===== src/rtl/regbank_pkg.sv =====
package regbank_pkg;
  localparam int unsigned RB_WORD_W  = 32;
  localparam int unsigned RB_ADDR_W  = 5;
  localparam int unsigned RB_ENTRIES = 1 << RB_ADDR_W;

  // Pair index taken from the upper address bits.
  function automatic logic [RB_ADDR_W-2:0] pair_of(input logic [RB_ADDR_W-1:0] a);
    return a[RB_ADDR_W-1:1];
  endfunction
endpackage


===== src/rtl/regbank_wsel.sv =====
module regbank_wsel #(
  parameter int unsigned ADDR_W = 5,
  localparam int unsigned N     = 1 << ADDR_W,
  localparam int unsigned PAIRS = N / 2
) (
  input  logic              clk,
  input  logic              rst,
  input  logic              en,
  input  logic [ADDR_W-1:0] addr,
  output logic [N-1:0]      sel
);
  logic [PAIRS-1:0] pair_hit;

  // Level 1: the upper address bits pick one pair.
  always_comb begin
    pair_hit = '0;
    pair_hit[addr[ADDR_W-1:1]] = 1'b1;
  end

  // Level 2: the low bit and the strobe pick one entry of the pair.
  for (genvar p = 0; p < PAIRS; p++) begin : g_pair
    assign sel[2*p]   = pair_hit[p] & en & ~addr[0];
    assign sel[2*p+1] = pair_hit[p] & en &  addr[0];
  end

  p_idle_zero_r3: assert property (@(posedge clk) disable iff (rst) !en |-> sel == '0)
    else $error("write select active while strobe low");
  p_onehot_r4: assert property (@(posedge clk) disable iff (rst) en |-> $countones(sel) == 1)
    else $error("write select not one-hot");
  p_pos_r8: assert property (@(posedge clk) disable iff (rst) en |-> sel[addr])
    else $error("write select at wrong position");
endmodule


===== src/rtl/regbank_rdmux.sv =====
module regbank_rdmux #(
  parameter int unsigned ADDR_W = 5,
  parameter int unsigned WORD_W = 32,
  localparam int unsigned N     = 1 << ADDR_W
) (
  input  logic [N-1:0][WORD_W-1:0] regs,
  input  logic [ADDR_W-1:0]        addr,
  output logic [WORD_W-1:0]        data
);
  // Entry 0 is forced to zero at the selector as well as in storage.
  assign data = (addr == '0) ? '0 : regs[addr];
endmodule


===== src/rtl/regbank_2r1w.sv =====
module regbank_2r1w
  import regbank_pkg::*;
(
  input  logic                 clk,
  input  logic                 rst,
  input  logic                 wr_en,
  input  logic [RB_ADDR_W-1:0] wr_addr,
  input  logic [RB_WORD_W-1:0] wr_data,
  input  logic [RB_ADDR_W-1:0] rd_addr_a,
  output logic [RB_WORD_W-1:0] rd_data_a,
  input  logic [RB_ADDR_W-1:0] rd_addr_b,
  output logic [RB_WORD_W-1:0] rd_data_b
);
  logic [RB_ENTRIES-1:0]                wsel;
  logic [RB_ENTRIES-1:0][RB_WORD_W-1:0] regs;

  regbank_wsel #(.ADDR_W(RB_ADDR_W)) u_wsel (
    .clk(clk), .rst(rst), .en(wr_en), .addr(wr_addr), .sel(wsel)
  );

  assign regs[0] = '0;
  for (genvar i = 1; i < RB_ENTRIES; i++) begin : g_ent
    always_ff @(posedge clk) begin
      if (rst)          regs[i] <= '0;
      else if (wsel[i]) regs[i] <= wr_data;
    end
  end

  regbank_rdmux #(.ADDR_W(RB_ADDR_W), .WORD_W(RB_WORD_W)) u_rda (
    .regs(regs), .addr(rd_addr_a), .data(rd_data_a)
  );
  regbank_rdmux #(.ADDR_W(RB_ADDR_W), .WORD_W(RB_WORD_W)) u_rdb (
    .regs(regs), .addr(rd_addr_b), .data(rd_data_b)
  );

  p_zero_a_r5: assert property (@(posedge clk) disable iff (rst) rd_addr_a == '0 |-> rd_data_a == '0)
    else $error("port A entry 0 nonzero");
  p_zero_b_r5: assert property (@(posedge clk) disable iff (rst) rd_addr_b == '0 |-> rd_data_b == '0)
    else $error("port B entry 0 nonzero");
  p_same_addr_r6: assert property (@(posedge clk) disable iff (rst) rd_addr_a == rd_addr_b |-> rd_data_a == rd_data_b)
    else $error("ports disagree on same address");
  p_hold_r3: assert property (@(posedge clk) disable iff (rst) !wr_en |=> $stable(regs))
    else $error("contents changed without strobe");
  p_write_r2: assert property (@(posedge clk) disable iff (rst)
      wr_en && wr_addr != '0 |=> regs[$past(wr_addr)] == $past(wr_data))
    else $error("write not captured");
endmodule


===== config.mk =====
export PLATFORM = sky130hd
export DESIGN_NAME = regbank_2r1w
export DESIGN_NICKNAME = d
export VERILOG_FILES = /design/src/rtl/regbank_pkg.sv /design/src/rtl/regbank_wsel.sv /design/src/rtl/regbank_rdmux.sv /design/src/rtl/regbank_2r1w.sv
export SDC_FILE = /design/constraint.sdc
export NUM_CORES = 2
export LEC_CHECK = 0
export BUFFER_PORTS_ARGS = -buffer_cell sky130_fd_sc_hd__clkbuf_2
export CAP_MARGIN = 20
export CORE_AREA = 2 2 394 396
export CTS_CLUSTER_DIAMETER = 120
export DETAILED_ROUTE_END_ITERATION = 8
export DIE_AREA = 0 0 396 398
export GPL_TIMING_DRIVEN = 0
export SYNTH_ARGS = -nofsm -noshare
export SYNTH_HDL_FRONTEND = slang
export SYNTH_HIERARCHICAL = 1
export SYNTH_SLANG_ARGS = --single-unit

===== constraint.sdc =====
create_clock -name clk -period 3.4 [get_ports clk]
set_clock_uncertainty 0.15 [all_clocks]
set_input_delay 0.17 -clock clk [delete_from_list [all_inputs] [get_ports clk]]
set_output_delay 0.17 -clock clk [all_outputs]
set_load 0.005 [all_outputs]

==> summary.md <==
| Metric | Value |
|---|---|
| Status | finished, violations left |
| Violated checks | setup timing |
| DP Area | about 0.057 mm^2 |
| Row cnt | about 140 |
| Drt total wl | around 220000 um |
| Syn_area_per_cell | 11.4 um^2 |
| Register area | between 0.015 and 0.02 mm^2 |
| Drt drc | 0 |
| Final Power | 27.3 mW |
| Slew HR | 20.5% |
| PD cells | approximately 440 mW/mm^2 |
| Final period utilization | 106% |
| Die Y-Extent | a little under 400 um |
| Final HPWL DP | approximately 160000 um |
| Initial core utilization | roughly a third |
| Layout cells sized above 1 | between 20 and 25% |
| Final WS setup | -200 ps |
| GRT overflow | 0 |
| Worst-Margin Slew | 1190 ps |
| Initial antenna violation count | 13 |
| Antenna Violating Nets Remaining | 0 |
| TritonCTS Sinks | 992 |
| Final setup viols | 20 |
| Total GRT Usage | a little over a quarter |
| Crit end category | output port |
| RSZ-0062 raised after global routing | yes |
| Routed via count | 41300 |
| Commonest non-fill, non-tap cell in the layout | mux2i_1 |
| Die area | 0.158 mm^2 |
| Clk Latency, worst-skew pair | 720 ps |
| Hold Vio Cnt, Final | 0 |
| Most frequent cells in the layout | mux2i_1 (1120), nor2_1 (1027), dfxtp_1 (992) |
| CTS root buffer | clkbuf_16 |
| Worst IR drop on VDD | 0.374 mV |
| Sw Ratio | 27.1% |
| Type of the tightest min-delay check | in -> reg |
| Setup Fix Bufs, Post-CTS | 0 |
| Post-Synthesis Cells | between 4000 and 5000 |
| Vias in the first global route | about 40000 |
| Largest net degree at the start of global routing | 15 |
| Clock Pin Slew Worst Setup and Hold Paths | around 60 ps |
| CTS tree | built |
| Arrival @ worst endpoint | ~3300 ps |
| Synth warnings | 6 |
| Logic pwr share | roughly 11% |
| Crit path max fanout | 10 |
| I/O Buffers | 104 |
| CP startpoint kind | primary input |
| # fillers | ~15000 |
| Setup TNS | -1620 ps |
| Core area | ~0.15 mm^2 |
| Leakage | 21.0 nW |
| Dpl cells | approximately 7000 |
| Worst Path Required | ~3100 ps |
| Flop pwr share | 43.1% |
| CTS buffer count | 110 |
| First-pass GRT wire length | approximately 300000 um |
| Mapped Area | roughly 0.053 mm^2 |
| Maxcap violations | 0 |
| Gpl congestion | approximately 1.0 |
| DR pass1 iterations | 5 |
| Ports | between 100 and 150 |
| CTS max path bufs | 3 |
| Internal power | about 20 mW |
| P_sw | 7.40 mW |
| Clock power frac | 45.6% |
| Drt initial violations | about 4800 |
| Crit path kind | in -> out |
| Non-Filler Instances | 7161 |
| Max reg flops | 992 |
| H-tree depth | 3 |
| Max Freq | roughly 280 MHz |
| Via/cell ratio | 5.77 |
| Final Cell Area | 0.0613 mm^2 |
| Area grow syn2layout | 15.1% |
| Min Clock Period, post-route | between 3000 and 4000 ps |
| Regs by FF count | regs x992 |
| Max Slew Vio Count | 0 |
| Die W | 396 um |
| WL per Instance | just over 30 um |
| Area occupied by multi-input gates | about 0.03 mm^2 |
| Top reg by flops | regs |
| Fin nets | just over 5000 |
[critical path, stage by stage]
cell and delay [ps]:
buf_4 270, buf_2 520, clkbuf_1 610, nor2b_1 110, a211oi_1 980, a311oi_2 300, clkbuf_2 250
[power by group through the flow]
stage          Clock (mW)  Sequential, mW  Combinational, mW
3_3_place_gp            0            12.0               2.87
2_1_floorplan           0            12.0               1.64
3_5_place_dp            0            12.0               2.89
4_1_cts              12.5            11.8               2.97
5_1_grt              13.0            11.8               3.11
6_report             12.4            11.8               3.08
[layer usage]
metal / vias to the layer above / routed length [um] / share of wire, % / track usage, %
met4: 12 / 13000 / 6.0 / 14.6
met3: 557 / 25200 / 12 / 8.01
li1: 17700 / - / - / -
met5: - / 76 / 0.035 / 0
met2: 2296 / 94500 / 44 / 41.0
met1: 20700 / 83900 / 39 / 33.8
[layout make-up]
class,instances,share of cell area [%]
multi-input combinational,3213,48.7
tap,2044,4.17
clock buffer,151,5.12
clock inverter,49,0.871
timing repair buffer,171,1.98
buffer,537,6.80
antenna,2,0.00816
inverter,2,0.0122
sequential,992,32.4
[final timing paths]
kind / start / end / slack, ps / cells past startpoint
setup / recovery: rd_addr_b[2] / rd_data_b[14] / -200 / 7
setup reg to reg: regs[999]$_SDFFE_PP0P_ / regs[999]$_SDFFE_PP0P_ / 2040 / 3
hold / removal: wr_en / regs[95]$_SDFFE_PP0P_ / 210 / 6
hold reg to reg: regs[947]$_SDFFE_PP0P_ / regs[947]$_SDFFE_PP0P_ / 360 / 2
[metrics by stage]
step,hold slack [ps],worst slack [ps],utilization [%]
CTS,157,11.4,39.9
detailed placement,346,-738,36.9
floorplan,167,1610,-
global route,230,-24.6,40.0
finish,208,-200,40.0
global placement,334,-753,36.9
[repair_timing]
action                     CTS  global route
resized for setup           45            20
hold buffers                65             0
pin swaps                    0             1
setup endpoints to repair   64            37
hold endpoints to repair   926             0
Note: power is estimated with default switching activity, not from simulation.
